<file path="config.mk">
export PLATFORM = sky130hd
export DESIGN_NAME = dscan_top
export DESIGN_NICKNAME = d
export VERILOG_FILES = /design/src/rtl/dscan_pkg.sv /design/src/rtl/dscan_shift.sv /design/src/rtl/dscan_comms.sv /design/src/rtl/dscan_regbank.sv /design/src/rtl/dscan_top.sv
export SDC_FILE = /design/constraint.sdc
export NUM_CORES = 1
export LEC_CHECK = 0
export ABC_AREA = 1
export BUFFER_PORTS_ARGS = -buffer_cell sky130_fd_sc_hd__buf_2
export CAP_MARGIN = 5
export CORE_ASPECT_RATIO = 1.2
export CORE_MARGIN = 3
export CORE_UTILIZATION = 56
export DETAILED_ROUTE_END_ITERATION = 12
export HOLD_SLACK_MARGIN = 0.06
export PLACE_DENSITY = 0.76
export SKIP_LAST_GASP = 1
export SYNTH_ARGS = -nofsm -noshare
export SYNTH_HDL_FRONTEND = slang
export SYNTH_HIERARCHICAL = 1
export SYNTH_SLANG_ARGS = --single-unit
</file>
<file path="constraint.sdc">
create_clock -name clk -period 3.6 [get_ports clk]
set_clock_uncertainty 0.2 [all_clocks]
set_input_delay 0.18 -clock clk [delete_from_list [all_inputs] [get_ports clk]]
set_output_delay 0.18 -clock clk [all_outputs]
set_load 0.03 [all_outputs]
</file>
<file path="src/rtl/dscan_pkg.sv">
package dscan_pkg;
  localparam int DATA_W  = 32;
  localparam int ADDR_W  = 5;
  localparam int FRAME_W = DATA_W + ADDR_W + 1;

  localparam logic [ADDR_W-1:0] A_CTRL   = 5'h00;
  localparam logic [ADDR_W-1:0] A_STAT   = 5'h01;
  localparam logic [ADDR_W-1:0] A_VCATCH = 5'h02;
  localparam logic [ADDR_W-1:0] A_CCTRL  = 5'h04;
  localparam logic [ADDR_W-1:0] A_CDATA  = 5'h05;

  typedef struct packed {
    logic              wr;
    logic [ADDR_W-1:0] addr;
    logic [DATA_W-1:0] data;
  } frame_t;
endpackage

</file>
<file path="src/rtl/dscan_shift.sv">
module dscan_shift
  import dscan_pkg::*;
(
  input  logic              clk,
  input  logic              rst,
  input  logic              cap_en,
  input  logic              shf_en,
  input  logic              tdi,
  input  logic [DATA_W-1:0] cap_data,
  output frame_t            frame,
  output logic              tdo
);
  logic [FRAME_W-1:0] sr;

  always_ff @(posedge clk) begin
    if (rst)         sr <= '0;
    else if (cap_en) sr <= {{(FRAME_W-DATA_W){1'b0}}, cap_data};
    else if (shf_en) sr <= {tdi, sr[FRAME_W-1:1]};
  end

  assign frame = frame_t'(sr);
  assign tdo   = sr[0];
endmodule

</file>
<file path="src/rtl/dscan_comms.sv">
module dscan_comms
  import dscan_pkg::*;
#(
  parameter int VERSION = 5
) (
  input  logic              clk,
  input  logic              rst,
  input  logic              host_wr,
  input  logic [DATA_W-1:0] host_wdata,
  input  logic              host_pop,
  input  logic              core_rd,
  input  logic              core_wr,
  input  logic [DATA_W-1:0] core_wdata,
  output logic [DATA_W-1:0] rx_data,
  output logic              rx_full,
  output logic [DATA_W-1:0] tx_data,
  output logic              tx_full,
  output logic [DATA_W-1:0] ctrl_word
);
  localparam int VER_W = 4;
  localparam int PAD_W = DATA_W - VER_W - 2;

  // inbound: a host write wins over a same-cycle core read
  always_ff @(posedge clk) begin
    if (rst) begin
      rx_data <= '0;
      rx_full <= 1'b0;
    end else if (host_wr) begin
      rx_data <= host_wdata;
      rx_full <= 1'b1;
    end else if (core_rd) begin
      rx_full <= 1'b0;
    end
  end

  // outbound: a core write wins over a same-cycle host pop
  always_ff @(posedge clk) begin
    if (rst) begin
      tx_data <= '0;
      tx_full <= 1'b0;
    end else if (core_wr) begin
      tx_data <= core_wdata;
      tx_full <= 1'b1;
    end else if (host_pop) begin
      tx_full <= 1'b0;
    end
  end

  assign ctrl_word = {VER_W'(VERSION), {PAD_W{1'b0}}, tx_full, rx_full};
endmodule

</file>
<file path="src/rtl/dscan_regbank.sv">
module dscan_regbank
  import dscan_pkg::*;
#(
  parameter int NUM_WP     = 2,
  parameter int CTRL_W     = 6,
  parameter int STAT_W     = 5,
  parameter int VC_W       = 8,
  parameter bit HAS_VCATCH = 1'b1
) (
  input  logic              clk,
  input  logic              rst,
  input  logic              wr_en,
  input  logic [ADDR_W-1:0] wr_addr,
  input  logic [DATA_W-1:0] wr_data,
  input  logic [ADDR_W-1:0] rd_addr,
  input  logic [STAT_W-1:0] stat_in,
  output logic [DATA_W-1:0] rd_data,
  output logic [CTRL_W-1:0] ctrl_out,
  output logic [VC_W-1:0]   vcatch_out
);
  localparam int WP_WORDS = 6;
  localparam int WP_N     = NUM_WP * WP_WORDS;
  localparam int WP_IW    = (WP_N > 1) ? $clog2(WP_N) : 1;

  function automatic logic wp_ok(input logic [ADDR_W-1:0] a);
    return (a[4:3] != 2'd0) && (int'(a[4:3]) <= NUM_WP) && (a[2:0] < 3'd6);
  endfunction

  function automatic logic [WP_IW-1:0] wp_idx(input logic [ADDR_W-1:0] a);
    return WP_IW'((int'(a[4:3]) - 1) * WP_WORDS + int'(a[2:0]));
  endfunction

  logic [CTRL_W-1:0] ctrl_q;
  logic [DATA_W-1:0] wp_mem [WP_N];
  logic [DATA_W-1:0] vc_word;

  always_ff @(posedge clk) begin
    if (rst)                              ctrl_q <= '0;
    else if (wr_en && wr_addr == A_CTRL)  ctrl_q <= wr_data[CTRL_W-1:0];
  end

  // watchpoint words: plain write port, no reset, RAM friendly
  always_ff @(posedge clk) begin
    if (wr_en && wp_ok(wr_addr)) wp_mem[wp_idx(wr_addr)] <= wr_data;
  end

  generate
    if (HAS_VCATCH) begin : g_vc
      logic [VC_W-1:0] vc_q;
      always_ff @(posedge clk) begin
        if (rst)                                vc_q <= '0;
        else if (wr_en && wr_addr == A_VCATCH)  vc_q <= wr_data[VC_W-1:0];
      end
      assign vcatch_out = vc_q;
      assign vc_word    = DATA_W'(vc_q);
    end else begin : g_no_vc
      assign vcatch_out = '0;
      assign vc_word    = '0;
    end
  endgenerate

  always_comb begin
    rd_data = '0;
    if (wp_ok(rd_addr))            rd_data = wp_mem[wp_idx(rd_addr)];
    else if (rd_addr == A_CTRL)    rd_data = DATA_W'(ctrl_q);
    else if (rd_addr == A_STAT)    rd_data = DATA_W'(stat_in);
    else if (rd_addr == A_VCATCH)  rd_data = vc_word;
  end

  assign ctrl_out = ctrl_q;
endmodule

</file>
<file path="src/rtl/dscan_top.sv">
module dscan_top
  import dscan_pkg::*;
#(
  parameter int NUM_WP     = 2,
  parameter int VERSION    = 5,
  parameter int VC_W       = 8,
  parameter bit HAS_VCATCH = 1'b1
) (
  input  logic            clk,
  input  logic            rst,
  input  logic            cap_en,
  input  logic            shf_en,
  input  logic            upd_en,
  input  logic            tdi,
  output logic            tdo,
  input  logic [4:0]      stat_in,
  output logic [5:0]      ctrl_out,
  output logic [VC_W-1:0] vcatch_out,
  input  logic            core_rd,
  output logic [31:0]     core_rdata,
  output logic            rx_full,
  input  logic            core_wr,
  input  logic [31:0]     core_wdata,
  output logic            tx_full
);
  frame_t            frame;
  logic              upd_wr;
  logic [ADDR_W-1:0] upd_addr;
  logic [ADDR_W-1:0] rd_addr;
  logic              rd_is_read;
  logic [DATA_W-1:0] cap_data;
  logic [DATA_W-1:0] bank_rd;
  logic [DATA_W-1:0] tx_data;
  logic [DATA_W-1:0] cc_word;
  logic              host_wr;
  logic              host_pop;

  assign upd_wr   = frame.wr;
  assign upd_addr = frame.addr;

  // address of the next capture, latched on every update
  always_ff @(posedge clk) begin
    if (rst) begin
      rd_addr    <= A_CTRL;
      rd_is_read <= 1'b0;
    end else if (upd_en) begin
      rd_addr    <= upd_addr;
      rd_is_read <= ~upd_wr;
    end
  end

  assign host_wr  = upd_en & upd_wr & (upd_addr == A_CDATA);
  assign host_pop = cap_en & rd_is_read & (rd_addr == A_CDATA);

  always_comb begin
    if (rd_addr == A_CCTRL)      cap_data = cc_word;
    else if (rd_addr == A_CDATA) cap_data = tx_data;
    else                         cap_data = bank_rd;
  end

  dscan_shift u_shift (
    .clk      (clk),
    .rst      (rst),
    .cap_en   (cap_en),
    .shf_en   (shf_en),
    .tdi      (tdi),
    .cap_data (cap_data),
    .frame    (frame),
    .tdo      (tdo)
  );

  dscan_regbank #(
    .NUM_WP     (NUM_WP),
    .CTRL_W     (6),
    .STAT_W     (5),
    .VC_W       (VC_W),
    .HAS_VCATCH (HAS_VCATCH)
  ) u_bank (
    .clk        (clk),
    .rst        (rst),
    .wr_en      (upd_en & upd_wr),
    .wr_addr    (upd_addr),
    .wr_data    (frame.data),
    .rd_addr    (rd_addr),
    .stat_in    (stat_in),
    .rd_data    (bank_rd),
    .ctrl_out   (ctrl_out),
    .vcatch_out (vcatch_out)
  );

  dscan_comms #(
    .VERSION (VERSION)
  ) u_comms (
    .clk        (clk),
    .rst        (rst),
    .host_wr    (host_wr),
    .host_wdata (frame.data),
    .host_pop   (host_pop),
    .core_rd    (core_rd),
    .core_wr    (core_wr),
    .core_wdata (core_wdata),
    .rx_data    (core_rdata),
    .rx_full    (rx_full),
    .tx_data    (tx_data),
    .tx_full    (tx_full),
    .ctrl_word  (cc_word)
  );
endmodule

</file>
**After elaboration in Yosys (flattened, before gate mapping)**

Memories as Yosys holds them, arrays and structs flattened.
Cells that the tools add are included.

- $add $sub $neg: 4
- Multiply operators: 2
- Divide/modulo/power cells: 0
- Magnitude comparators: 4
- Equality and inequality tests: 6
- Shifts and indexed selects: 0
- Muxes and demuxes: 14
- Bitwise operators: 5
- Reduce and logical (&&, ||, !) cells: 15

Operator list:

| cell | number |
|---|---|
| $mux 32 | 7 |
| $mul 32x3->3 const B | 2 |
| $eq 5x3->1 const B | 3 |
| $eq 5x2->1 const B | 2 |
| $logic_not 5->1 | 2 |
| $reduce_bool 2->1 | 5 |
| $add 4x4->4 | 2 |
| $mux 8 | 1 |
| $logic_and 1x1->1 | 7 |
| $lt 3x3->1 const B | 2 |
| $mux 1 | 6 |
| $sub 2x1->3 const B | 2 |
| $eq 5x1->1 const B | 1 |
| $and 1x1->1 | 4 |
| $le 2x2->1 const B | 2 |
| $reduce_or 2->1 | 1 |
| $not 1->1 | 1 |

- Bits in registers: 124
- Latch bits: 0
- Bits in writable memories: 384
- Memory bits (read-only): 0
- Input bits: 45
- Output and inout port bits: 49
- Logic and storage cells: 61
- Memories kept: 1

Memory list:

| memory | depth | width | rd ports | clocked after Yosys merged registers in | wr ports | line | RTL |
|---|---|---|---|---|---|---|---|
| u_bank.wp_mem | 12 | 32 | 1 | 0 | 1 | dscan_regbank.sv:34 | `logic [DATA_W-1:0] wp_mem [WP_N];` |

**Logic depth before layout (Yosys ltp)**

Gate-level depths: netlist of run 1.

- Depth in word-level cells: 8
- Mapped depth: 18
- Mapped depth without buffers: 17

**Cells and area by module**

Netlist of run 1, hierarchy kept.

By module, submodules not included:

| module | times used | cells an instance | area an instance (um^2) | seq. area each (um^2) |
|---|---|---|---|---|
| dscan_regbank | 1 | 1397 | 16198.0 | 11811.3 |
| dscan_comms | 1 | 319 | 2513.7 | 1321.3 |
| dscan_shift | 1 | 301 | 1901.8 | 760.7 |
| dscan_top | 1 | 276 | 1371.3 | 120.1 |

**Worst setup path after synthesis of run 1**

No wires, ideal clock.

- Path type: register to register
- Start: register u_shift.sr[35] (netlist: u_shift/frame[35])
- End: memory u_bank.wp_mem[0][0] (enable)
- Setup time: 0.421 ns
- Arrival time: 2.754 ns
- Data required time: 2.979 ns
- Slack: 0.225 ns
- Cell stages (with the launch flop): 7
- Buffers on the path: 0
- Period minus slack after synthesis: 3.375 ns
- Cell sequence: dfxtp_1 -> inv_1 -> ha_1 -> fa_1 -> xnor2_1 -> nand2_1 -> nor2_1

- Longest elaborated chain between the ends: 6
- Elaborated cells between the ends (all ways): 10
- Classes of those cells: 2 x add/sub; 1 x mul; 1 x order compare; 2 x mux; 4 x reduce/logical

Ends and longest elaborated chain:

| what | line | RTL |
|---|---|---|
| from (decl) | dscan_shift.sv:13 | `logic [FRAME_W-1:0] sr;` |
| from (signal assigned) | dscan_shift.sv:17 | `else if (cap_en) sr <= {{(FRAME_W-DATA_W){1'b0}}, cap_data};` |
| from (signal assigned) | dscan_shift.sv:18 | `else if (shf_en) sr <= {tdi, sr[FRAME_W-1:1]};` |
| parallel branches: the longest is 6 deep, another holds $mul 32x3->3 | - |  |
| to (decl) | dscan_regbank.sv:34 |  |

Several ways; the timed one is not identified.

**Final worst setup path of run 1**

- Start: register rd_addr[3]
- End: register u_shift.sr[4] (netlist: u_shift/frame[4])

- Longest elaborated chain between the ends: 8
- Elaborated cells between the ends (all ways): 20
- Classes of those cells: 2 x add/sub; 1 x mul; 1 x order compare; 4 x eq/ne; 7 x mux; 4 x reduce/logical; 1 x memory

Ends and longest elaborated chain:

| what | line | RTL |
|---|---|---|
| from (decl) | dscan_top.sv:29 | `logic [ADDR_W-1:0] rd_addr;` |
| from (signal assigned) | dscan_top.sv:47 | `rd_addr <= upd_addr;` |
| $sub 2x1->3 or $eq 5x2->1 (tied branches) | dscan_regbank.sv:30, dscan_regbank.sv:67 |  |
| $mul 32x3->3 or $mux 8 (tied branches) | dscan_regbank.sv:30, dscan_regbank.sv:67 |  |
| $add 4x4->4 or $mux 32 (tied branches) | dscan_regbank.sv:30, dscan_regbank.sv:66 |  |
| $mem_v2 12x32 or $mux 32 (tied branches) | - |  |
| $mux 32 * | dscan_regbank.sv:64 | `if (wp_ok(rd_addr)) rd_data = wp_mem[wp_idx(rd_addr)];` |
| via bank_rd[4] | dscan_top.sv:32 | `logic [DATA_W-1:0] bank_rd;` |
| $mux 32 * | dscan_top.sv:57 | `else if (rd_addr == A_CDATA) cap_data = tx_data;` |
| $mux 32 * | dscan_top.sv:56 | `if (rd_addr == A_CCTRL) cap_data = cc_word;` |
| via cap_data[4] | dscan_top.sv:31 | `logic [DATA_W-1:0] cap_data;` |
| $mux 32 * | dscan_shift.sv:17 |  |

Mark *: on every way through the listed nets, which the timed path passes. The rest lies on a longest branch.
A chain may end at the register's enable or synchronous reset.

==> flow_summary.ini, run 1 <==
[worst_setup_path]
timing.critical_path.from_type = register
critical_path_buf_inv_count = 3
critical-path-top-cell-by-count = sky130_fd_sc_hd__nand2_1
r2r-end = u_shift/frame[4]$_SDFFE_PP0P_
cp_max_fo = 31
worst_path_largest_cell_delay_ns = 0.52
critical-path-slowest-cell = sky130_fd_sc_hd__fa_1
critical_path.endpoint = u_shift/frame[4]$_SDFFE_PP0P_
worstPathCellList = inv_1 -> ha_4 -> fa_1 -> buf_4 -> nand3_1 -> nand3_1 -> nand2_1 -> nand2_1 -> inv_1 -> nand2_1 -> nand2_1 -> nor2_1 -> nor2_1 -> nor2_1 -> nand2_1 -> nor2_1
reg_to_reg_setup_timing_slack_ns = 0.51
cp_num_cells = 16
worstSetupEndpointType = register
timing.reg2reg.worst_path_depth = 16
regToRegStartpoint = rd_addr[3]$_SDFFE_PP0P_
worst_setup_sp = rd_addr[3]$_SDFFE_PP0P_
critical-path-top-delay-family = simple AND/OR/NAND/NOR gates
worstSetupPathType = reg2reg
critPathRequiredTime_ns = 3.90
critPathArrivalTime_ns = 3.39

[worst_hold_path]
min_path_cells = 3
hold_path_class = in2reg

[layout]
antenna_diode_count = 0
drive_gt1_frac = 0.1130
final_net_count = 2454
filler_cell_count = 2850
area_growth_syn_to_layout_pct = 14.11
final_area_um2 = 25090
finalNonFillerCells = 2962

[power_and_ir_drop]
power.ir.vdd_worst_mv = 0.4290
power.switching_mw = 2.858
leakagePower_nw = 9.880
p_sw_frac = 0.2278
cell_internal_pwr_mw = 9.687
post-layout-total-power_mw = 12.54
pwr_per_cell_area_nw_per_um2 = 500.1
sequentialPowerShare = 0.519
comb_power_share = 0.076
p_clk_frac = 0.405

[grt]
global_route.peak_usage_layer = met2
grt.met2_usage = 0.4656
global_route.usage.met1 = 0.3519
grt_first_pass_wirelength_um = 89680
globalRouteMet3Util = 0.04102
globalRouteOverflowTotal = 0
grt_start_max_net_pins = 121
grt_antenna_before_repair = 1
grt_use_total = 0.2728
number_of_global_route_vias_before_repair = 16400

[die]
fp.dieH_um = 223.1
dieWidth_um = 186.9
initial_utilization = 0.5747
core_area_um2 = 38260
dieArea_um2 = 41680
rows = 78
design.portCount = 94

[placed_design]
place.detailed.instances = 2810
numPortBuffers = 93
dpl-instance-area_um2 = 22830
globalplace.congestion = 0.8616
dp_hpwl_um = 31380

[clock_tree]
cts_max_level = 2
insertion_delay_ns = 0.57
cts.path.max_buffers = 3
clk_pin_slew_worst_paths_ns = 0.07
cts_setup_buffers = 0
clk_root_buffer_cell = sky130_fd_sc_hd__clkbuf_16
tritoncts = built
tritoncts.num_buffers = 45
cts.sinks = 508

[synth]
yosysWarnings = 6
synth-edff-count = 384
synthesis.instances = 2293
synth-seq-cells = 508
synthFlopType = sky130_fd_sc_hd__edfxtp_1
async_reset_ff_frac = 0
synth.largest_area_cell = sky130_fd_sc_hd__edfxtp_1
yosysSeqAreaShare = 0.6374
synth_largest_type_area_fraction = 0.5245
unique_masters_post_synth = 37
synth.avg_cell_area_um2 = 9.588
netlist_top_cells_area = sky130_fd_sc_hd__edfxtp_1 52%, sky130_fd_sc_hd__dfxtp_1 11%, sky130_fd_sc_hd__nand2_1 11%, sky130_fd_sc_hd__nor2_1 5.7%, sky130_fd_sc_hd__nand3_1 4.8%
cell_area_synth_um2 = 21980

[drt]
via_count = 16800
postRouteAntennaNets = 0
wirelength_um = 58240
dr.pass1.iters = 5
wl_per_cell_um = 19.66
post-route-drc-count = 0
drt_iter0_markers = 2086
detail_route.vias_per_cell = 5.672

[sta]
fmax_mhz = 323.5
timing.final.setup_violations = 0
max-slew-margin-rel = 0.3612
finalCritPeriodShare = 0.8587
max_slew.worst_pin.slew_ns = 0.9583
final.setup.tns_ns = 0
min_period_ns = 3.091
grt_setup_unrepaired = no
number_of_hold_slack_violations_in_the_final_timing_report = 0
final-max-slew-violation-count = 0

[run]
drv.max_cap_violation_count = 0

[status]
outcome = finished clean
==> layout by cell type, fill, tap and decap left out, types with 18 or more instances in the layout <==
cell,count
sky130_fd_sc_hd__a21oi_1,90
sky130_fd_sc_hd__a31oi_1,23
sky130_fd_sc_hd__buf_2,93
sky130_fd_sc_hd__buf_4,18
sky130_fd_sc_hd__clkbuf_16,48
sky130_fd_sc_hd__conb_1,30
sky130_fd_sc_hd__dfxtp_1,123
sky130_fd_sc_hd__dlygate4sd3_1,68
sky130_fd_sc_hd__edfxtp_1,384
sky130_fd_sc_hd__inv_1,139
sky130_fd_sc_hd__nand2_1,617
sky130_fd_sc_hd__nand3_1,212
sky130_fd_sc_hd__nor2_1,323
sky130_fd_sc_hd__nor2_2,36
sky130_fd_sc_hd__o21ai_0,109
==> worst reg2reg max path, stage by stage (launching register included) <==
cell,delay (ns)
sky130_fd_sc_hd__dfxtp_1,0.44
sky130_fd_sc_hd__inv_1,0.14
sky130_fd_sc_hd__ha_4,0.18
sky130_fd_sc_hd__fa_1,0.52
sky130_fd_sc_hd__buf_4,0.41
sky130_fd_sc_hd__nand3_1,0.21
sky130_fd_sc_hd__nand3_1,0.11
sky130_fd_sc_hd__nand2_1,0.11
sky130_fd_sc_hd__nand2_1,0.11
sky130_fd_sc_hd__inv_1,0.05
sky130_fd_sc_hd__nand2_1,0.07
sky130_fd_sc_hd__nand2_1,0.08
sky130_fd_sc_hd__nor2_1,0.10
sky130_fd_sc_hd__nor2_1,0.06
sky130_fd_sc_hd__nor2_1,0.12
sky130_fd_sc_hd__nand2_1,0.05
sky130_fd_sc_hd__nor2_1,0.07
==> per-stage QoR <==
step	hold WS (ns)	setup slack [ns]	util
after global placement	0.2016	0.6612	0.5968
after global routing	0.1052	0.3299	0.6557
after floorplan	0.04907	0.2247	-
final	0.1075	0.5086	0.6557
after detailed placement	0.2074	0.6149	0.5968
after CTS	0.06718	0.5558	0.6557
==> worst min-delay path by stage <==
| stage | slack (ns) | end | from |
|---|---|---|---|
| 3_3_place_gp | 0.20 | u_comms/tx_data[27]$_SDFFE_PP0P_ | core_wdata[27] |
| 2_1_floorplan | 0.05 | rd_addr[2]$_SDFFE_PP0P_ | rst |
| 5_1_grt | 0.11 | u_shift/frame[36]$_SDFFE_PP0P_ | shf_en |
| 4_1_cts | 0.07 | u_shift/frame[32]$_SDFFE_PP0P_ | shf_en |
| 6_report | 0.11 | u_shift/frame[32]$_SDFFE_PP0P_ | shf_en |
| 3_5_place_dp | 0.21 | u_comms/tx_data[14]$_SDFFE_PP0P_ | core_wdata[14] |
==> synth_stat cells (2+ instances only) <==
library cell               number
sky130_fd_sc_hd__o21ai_0      109
sky130_fd_sc_hd__buf_2         65
sky130_fd_sc_hd__a211oi_1      12
sky130_fd_sc_hd__buf_1          7
sky130_fd_sc_hd__xnor2_1        2
sky130_fd_sc_hd__nor2_2        36
sky130_fd_sc_hd__nand2_2        6
sky130_fd_sc_hd__nand2_1      617
sky130_fd_sc_hd__nand4_1        2
sky130_fd_sc_hd__nand3_1      212
sky130_fd_sc_hd__clkbuf_4       2
sky130_fd_sc_hd__conb_1         2
sky130_fd_sc_hd__buf_6         14
sky130_fd_sc_hd__inv_2          9
sky130_fd_sc_hd__clkbuf_1      21
sky130_fd_sc_hd__dfxtp_1      124
sky130_fd_sc_hd__ha_1           2
sky130_fd_sc_hd__nor3b_2        2
sky130_fd_sc_hd__a21oi_2        5
sky130_fd_sc_hd__buf_4         44
sky130_fd_sc_hd__a31oi_1       23
sky130_fd_sc_hd__clkbuf_2       6
sky130_fd_sc_hd__a21oi_1       90
sky130_fd_sc_hd__o21ai_1       12
sky130_fd_sc_hd__edfxtp_1     384
sky130_fd_sc_hd__inv_1        139
sky130_fd_sc_hd__nor2_1       335
sky130_fd_sc_hd__fa_1           2
==> registers in the layout, summed over array words and instances, names as in the netlist, 5 cells and up <==
register,cells
u_bank/wp_mem,384
rd_addr,5
u_comms/rx_data,32
u_comms/tx_data,32
u_bank/vcatch_out,8
u_bank/ctrl_out,6
u_shift/frame,38
==> cells by family (layout without fill, tap and decap cells) <==
group,after synthesis,in the layout,synth area share
compound gates,253,253,0.06135
other cells,2,30,0.0003416
fa+ha+maj,4,4,0.002959
flops,508,508,0.6374
xor+xnor,2,2,0.0007969
simple gates,1217,1217,0.2280
buf+inv,307,428,0.06909
==> layout make-up <==
| type | count | area (µm²) | share of cell area |
|---|---|---|---|
| Multi-Input combinational cell | 1506 | 6666 | 0.2657 |
| Clock buffer | 65 | 1326 | 0.05287 |
| Clock inverter | 19 | 246.5 | 0.009825 |
| Tap cell | 520 | 650.6 | 0.02594 |
| Inverter | 148 | 558.0 | 0.02224 |
| Sequential cell | 508 | 14020 | 0.5588 |
| Timing Repair Buffer | 196 | 1622 | 0.06464 |
==> power groups by stage <==
| stage | combinational (mW) | sequential (mW) | clock, mW |
|---|---|---|---|
| 3_3_place_gp | 0.826 | 6.63 | 0 |
| 4_1_cts | 0.923 | 6.51 | 5.13 |
| 5_1_grt | 1.04 | 6.52 | 5.35 |
| 6_report | 0.949 | 6.51 | 5.09 |
| 2_1_floorplan | 0.632 | 6.57 | 0 |
| 3_5_place_dp | 0.847 | 6.63 | 0 |
==> layer usage <==
layer,part of all wire,vias up
met4,0.033,2
met5,0.00019,-
met1,0.38,7943
met3,0.096,149
met2,0.49,972
li1,-,7735
==> what timing repair did <==
item                                   in CTS  in global routing
hold buffers                               68                  0
gates resized for setup                     0                  0
endpoints found under the hold margin      58                  0
(Power assumes the default switching activity.)
==> run 2: changes to the inputs <==
- CELL_PAD_IN_SITES_DETAIL_PLACEMENT: unset -> 1
- CELL_PAD_IN_SITES_GLOBAL_PLACEMENT: unset -> 2
- CORE_UTILIZATION: 56 -> 36
- PLACE_DENSITY: 0.76 -> unset
- PLACE_DENSITY_LB_ADDON: unset -> 0.1
==> run 2 against run 1 <==
Maximum frequency is 2.6% lower; global-route usage is 5.3 points lower; setup slack worse by 0.084 ns; first-iteration DRC count is 44% lower; largest power group unchanged; clock-buffer cell count is 19 higher; final cell count is 10% higher; register-to-register slack worse by 0.08 ns; critical path depth stayed put; wire length is 21% higher; largest cell class unchanged.
==> flow_summary.ini, run 2 (synthesis gave the netlist of run 1 again) <==
[sta]
timing.final.setup_violations = 0
finalCritPeriodShare = 0.8821
max-slew-margin-rel = 0.3555
number_of_hold_slack_violations_in_the_final_timing_report = 0
grt_setup_unrepaired = no
final-max-slew-violation-count = 0
min_period_ns = 3.176
final.setup.tns_ns = 0
fmax_mhz = 314.9
max_slew.worst_pin.slew_ns = 0.9667

[layout]
drive_gt1_frac = 0.1208
layout_commonest_cell = sky130_fd_sc_hd__nand2_1
max_flop_register = u_bank/wp_mem
number_of_flip_flops_under_the_largest_register_name = 384
mostFrequentLayoutCells = 617 x sky130_fd_sc_hd__nand2_1, 384 x sky130_fd_sc_hd__edfxtp_1, 323 x sky130_fd_sc_hd__nor2_1
area_growth_syn_to_layout_pct = 16.70
final_net_count = 2471
finalNonFillerCells = 3267
antenna_diode_count = 0

[drt]
via_count = 16450
postRouteAntennaNets = 0
wirelength_um = 70450
post-route-drc-count = 0
wl_per_cell_um = 21.57
drt_iter0_markers = 1164
detail_route.vias_per_cell = 5.036
dr.pass1.iters = 5

[clock_tree]
clk_root_buffer_cell = sky130_fd_sc_hd__clkbuf_16
cts.sinks = 508
tritoncts = built
tritoncts.num_buffers = 54
insertion_delay_ns = 0.60
cts_setup_buffers = 0
cts_max_level = 2
clk_pin_slew_worst_paths_ns = 0.06
cts.path.max_buffers = 3
cts.repair.resized = 0

[worst_setup_path]
critical_path.endpoint = u_shift/frame[1]$_SDFFE_PP0P_
worst_setup_sp = rd_addr[3]$_SDFFE_PP0P_
regToRegStartpoint = rd_addr[3]$_SDFFE_PP0P_
cp_max_fo = 31
r2r-end = u_shift/frame[1]$_SDFFE_PP0P_
reg_to_reg_setup_timing_slack_ns = 0.42
critPathArrivalTime_ns = 3.51
worstSetupEndpointType = register
timing.reg2reg.worst_path_depth = 16
critPathRequiredTime_ns = 3.93
timing.critical_path.from_type = register
worstSetupPathType = reg2reg

[grt]
grt_start_max_net_pins = 121
globalRouteOverflowTotal = 0
number_of_global_route_vias_before_repair = 17160
grt_antenna_before_repair = 1
grt_use_total = 0.2196
grt_first_pass_wirelength_um = 107300

[placed_design]
globalplace.congestion = 0.7709
place.detailed.instances = 3108
numPortBuffers = 93
dp_hpwl_um = 41330

[power_and_ir_drop]
power.ir.vdd_worst_mv = 0.3272
pwr_per_cell_area_nw_per_um2 = 508.9
leakagePower_nw = 9.977
post-layout-total-power_mw = 13.06

[die]
dieArea_um2 = 64080
core_area_um2 = 59960
rows = 98
dieWidth_um = 231.6
initial_utilization = 0.3667
design.portCount = 94
fp.dieH_um = 276.7

[worst_hold_path]
hold_path.startpoint = core_wr
hold_path_class = in2reg

[run]
drv.max_cap_violation_count = 0

[status]
outcome = finished clean
==> run 2: cell types whose count changed in the layout (fill, tap and decap cells not counted), moves of 2 or more <==
cell / delta
sky130_fd_sc_hd__clkbuf_16: +7
sky130_fd_sc_hd__bufinv_16: -2
sky130_fd_sc_hd__clkinv_2: -2
sky130_fd_sc_hd__clkbuf_1: +12
sky130_fd_sc_hd__buf_4: +17
sky130_fd_sc_hd__dlygate4sd3_1: -10
==> run 2: per-layer routing <==
metal | vias to the layer above | wire length [µm] | GRT usage
met4 | 0 | 974 | 0.03910
met5 | - | 0 | 0
met2 | 302 | 33180 | 0.3633
met1 | 8302 | 33300 | 0.3124
met3 | 70 | 3005 | 0.02881
li1 | 7779 | - | -
==> run 2: through the flow <==
| step | instance area [µm²] | utilization | hold slack [ns] | worst slack, ns |
|---|---|---|---|---|
| 2_1_floorplan | 22090 | - | 0.04907 | 0.2247 |
| 3_3_place_gp | 23330 | 0.3892 | 0.1998 | 0.4643 |
| 3_5_place_dp | 23330 | 0.3892 | 0.2111 | 0.4359 |
| 4_1_cts | 25660 | 0.4279 | 0.06449 | 0.4124 |
| 5_1_grt | 25660 | 0.4279 | 0.1075 | 0.1850 |
| 6_report | 25660 | 0.4279 | 0.09806 | 0.4244 |
==> run 2: worst min-delay path by stage <==
stage / to / slack [ns] / depth (start not counted)
6_report: u_comms/tx_data[26]$_SDFFE_PP0P_ / 0.1 / 4
5_1_grt: u_comms/tx_data[26]$_SDFFE_PP0P_ / 0.11 / 4
4_1_cts: u_comms/tx_data[21]$_SDFFE_PP0P_ / 0.06 / 4
3_5_place_dp: u_comms/tx_data[10]$_SDFFE_PP0P_ / 0.21 / 3
3_3_place_gp: u_comms/tx_data[27]$_SDFFE_PP0P_ / 0.20 / 3
2_1_floorplan: rd_addr[2]$_SDFFE_PP0P_ / 0.05 / 1
==> run 2: power breakdown <==
group / switching (mW) / leakage [nW] / internal (mW)
clock network: 2.31 / 0.843 / 3.24
registers: 0.160 / 4.55 / 6.37
logic: 0.648 / 4.58 / 0.328
total: 3.11 / 9.98 / 9.94
==> run 2: area by class of cell <==
cell class / count / area (µm²)
Fill cell: 6765 / 34300
Sequential cell: 508 / 14020
Multi-Input combinational cell: 1506 / 6666
Timing Repair Buffer: 204 / 1669
Clock buffer: 84 / 1555
Tap cell: 800 / 1001
Inverter: 148 / 560.5
Clock inverter: 17 / 187.7
==> run 2: worst max-delay path: stages, from the launching register on <==
cell and delay (ns):
sky130_fd_sc_hd__dfxtp_1 0.44, sky130_fd_sc_hd__inv_1 0.13, sky130_fd_sc_hd__ha_4 0.18, sky130_fd_sc_hd__fa_1 0.52, sky130_fd_sc_hd__buf_4 0.42, sky130_fd_sc_hd__nand3_1 0.17, sky130_fd_sc_hd__nand3_1 0.11, sky130_fd_sc_hd__nand2_1 0.08
sky130_fd_sc_hd__nand2_1 0.12, sky130_fd_sc_hd__inv_1 0.05, sky130_fd_sc_hd__nand2_1 0.06, sky130_fd_sc_hd__nand2_1 0.07, sky130_fd_sc_hd__nor2_1 0.10, sky130_fd_sc_hd__nor2_1 0.06, sky130_fd_sc_hd__nor2_1 0.17, sky130_fd_sc_hd__nand2_1 0.13
sky130_fd_sc_hd__nor2_1 0.10
==> run 2: what timing repair did <==
item / in CTS / in global routing
hold buffers: 58 / 0
endpoints found under the hold margin: 50 / 0
endpoints found under the setup margin: 0 / 0
==> run 3: changes to the inputs <==
- CORE_UTILIZATION: 36 -> 35
==> run 3 against run 2 <==
Sequential share of layout area about the same; sequential power about the same; flip-flop and latch count unchanged; clock power decreased by 5.4%; die area increased by 2.8%; non-clock buffer count increased by 1; via count decreased by 0.20%; critical endpoint is now u_shift/frame[21]$_SDFFE_PP0P_; combinational power about the same; largest power group unchanged; first-iteration DRC count decreased by 12%; power decreased by 2.1%; worst hold slack got worse by 0.014 ns.
==> flow_summary.ini, run 3 (synthesis gave the netlist of run 1 again) <==
[sta]
timing.final.setup_violations = 0
max-slew-margin-rel = 0.3725
grt_setup_unrepaired = no
final-max-slew-violation-count = 0
number_of_hold_slack_violations_in_the_final_timing_report = 0
min_period_ns = 3.113
final.setup.tns_ns = 0
finalCritPeriodShare = 0.8646
fmax_mhz = 321.3
max_slew.worst_pin.slew_ns = 0.9412

[grt]
number_of_global_route_vias_before_repair = 17310
grt_start_max_net_pins = 101
grt_first_pass_wirelength_um = 107100
globalRouteOverflowTotal = 0
grt_use_total = 0.2111
grt_antenna_before_repair = 0

[layout]
seq_area_um2 = 14020
drive_gt1_frac = 0.1143
number_of_flip_flops_under_the_largest_register_name = 384
filler_cell_count = 7118
mostFrequentLayoutCells = 617 x sky130_fd_sc_hd__nand2_1, 384 x sky130_fd_sc_hd__edfxtp_1, 323 x sky130_fd_sc_hd__nor2_1
max_flop_register = u_bank/wp_mem
final_net_count = 2472
area_growth_syn_to_layout_pct = 16.81
multi_input_comb_area_um2 = 6666
layout_commonest_cell = sky130_fd_sc_hd__nand2_1
antenna_diode_count = 0

[die]
fp.dieH_um = 280.5
design.portCount = 94
dieWidth_um = 234.8
dieArea_um2 = 65870
rows = 100
initial_utilization = 0.3543
core_area_um2 = 62060

[drt]
postRouteAntennaNets = 0
dr.pass1.iters = 5
wirelength_um = 70110
via_count = 16420
post-route-drc-count = 0
drt_iter0_markers = 1029
wl_per_cell_um = 21.35
detail_route.vias_per_cell = 5.002

[placed_design]
globalplace.congestion = 0.7408
numPortBuffers = 93
dp_hpwl_um = 40170

[worst_hold_path]
hold_path_class = in2reg

[clock_tree]
insertion_delay_ns = 0.63
cts_setup_buffers = 0
cts.sinks = 508
clk_pin_slew_worst_paths_ns = 0.06
tritoncts.num_buffers = 54
clk_root_buffer_cell = sky130_fd_sc_hd__clkbuf_16
ctsHoldBuffers = 70
tritoncts = built
cts.repair.resized = 0
cts.path.max_buffers = 3
cts_max_level = 2

[worst_setup_path]
worstSetupPathType = reg2reg
cp_max_fo = 31
critPathRequiredTime_ns = 3.95
worstSetupEndpointType = register
critPathArrivalTime_ns = 3.46
timing.critical_path.from_type = register
reg_to_reg_setup_timing_slack_ns = 0.49

[power_and_ir_drop]
leakagePower_nw = 9.973
power.ir.vdd_worst_mv = 0.3468
pwr_per_cell_area_nw_per_um2 = 497.7
post-layout-total-power_mw = 12.78

[status]
outcome = finished clean

[run]
drv.max_cap_violation_count = 0
-- run 3: cell count changes in the layout (fill, tap and decap cells not counted), moves of 3 or more --
| cell | delta |
|---|---|
| sky130_fd_sc_hd__bufinv_16 | -3 |
| sky130_fd_sc_hd__clkbuf_8 | -7 |
| sky130_fd_sc_hd__clkinv_1 | +9 |
| sky130_fd_sc_hd__buf_12 | +7 |
| sky130_fd_sc_hd__clkbuf_1 | -5 |
| sky130_fd_sc_hd__dlygate4sd3_1 | +12 |
| sky130_fd_sc_hd__buf_4 | -18 |
-- run 3: path summary, 6_finish.rpt --
check / start / end / depth (start not counted)
setup / recovery: rd_addr[3]$_SDFFE_PP0P_ / u_shift/frame[21]$_SDFFE_PP0P_ / 16
hold / removal: cap_en / u_shift/frame[0]$_SDFFE_PP0P_ / 5
setup reg to reg: rd_addr[3]$_SDFFE_PP0P_ / u_shift/frame[21]$_SDFFE_PP0P_ / 16
hold reg to reg: u_bank/ctrl_out[0]$_SDFFE_PP0P_ / u_bank/ctrl_out[0]$_SDFFE_PP0P_ / 2
-- run 3: through the flow --
step                      worst slack, ns  hold WS [ns]    util  instances  cell area (µm²)
after floorplan                    0.2247       0.04907       -       2321            22090
after global placement             0.5618        0.2014  0.3764       3113            23360
after detailed placement           0.5116        0.2091  0.3764       3113            23360
after CTS                          0.4888       0.07215  0.4138       3283            25680
after global routing               0.1786        0.1227  0.4138       3283            25680
final                              0.4875       0.08408  0.4138       3283            25680
-- run 3: routing by layer --
metal | wire length (µm) | part of all wire | vias to the layer above | GRT usage
met3 | 2669 | 0.038 | 79 | 0.02350
met4 | 1134 | 0.016 | 0 | 0.04318
met1 | 33140 | 0.47 | 8215 | 0.2933
li1 | - | - | 7806 | -
met2 | 33160 | 0.47 | 320 | 0.3592
met5 | 0 | 0 | - | 0
-- run 3: area by class of cell --
type                       count  share of cell area
sequential                   508              0.5458
multi-input combinational   1506              0.2596
timing repair buffer         205             0.06987
clock buffer                  73             0.05569
tap                          816             0.03976
inverter                     148             0.02183
clock inverter                27            0.007406
-- run 3: worst max-delay path: stages (launching register included) --
cell                      delay, ns
sky130_fd_sc_hd__dfxtp_1       0.43
sky130_fd_sc_hd__inv_1         0.13
sky130_fd_sc_hd__ha_4          0.18
sky130_fd_sc_hd__fa_1          0.53
sky130_fd_sc_hd__buf_4         0.45
sky130_fd_sc_hd__nand3_1       0.13
sky130_fd_sc_hd__nand2_1       0.08
sky130_fd_sc_hd__a21oi_1       0.04
sky130_fd_sc_hd__nor2_1        0.26
sky130_fd_sc_hd__inv_1         0.10
sky130_fd_sc_hd__nand2_1       0.08
sky130_fd_sc_hd__nand2_1       0.07
sky130_fd_sc_hd__nor2_1        0.08
sky130_fd_sc_hd__inv_1         0.04
sky130_fd_sc_hd__nand2_1       0.05
sky130_fd_sc_hd__nand2_1       0.07
sky130_fd_sc_hd__a21oi_1       0.11
-- run 3: where the power goes --
group	switching, mW	internal (mW)	leakage (nW)
registers	0.162	6.37	4.55
logic	0.660	0.342	4.63
clock network	2.38	2.87	0.789
total	3.20	9.58	9.97
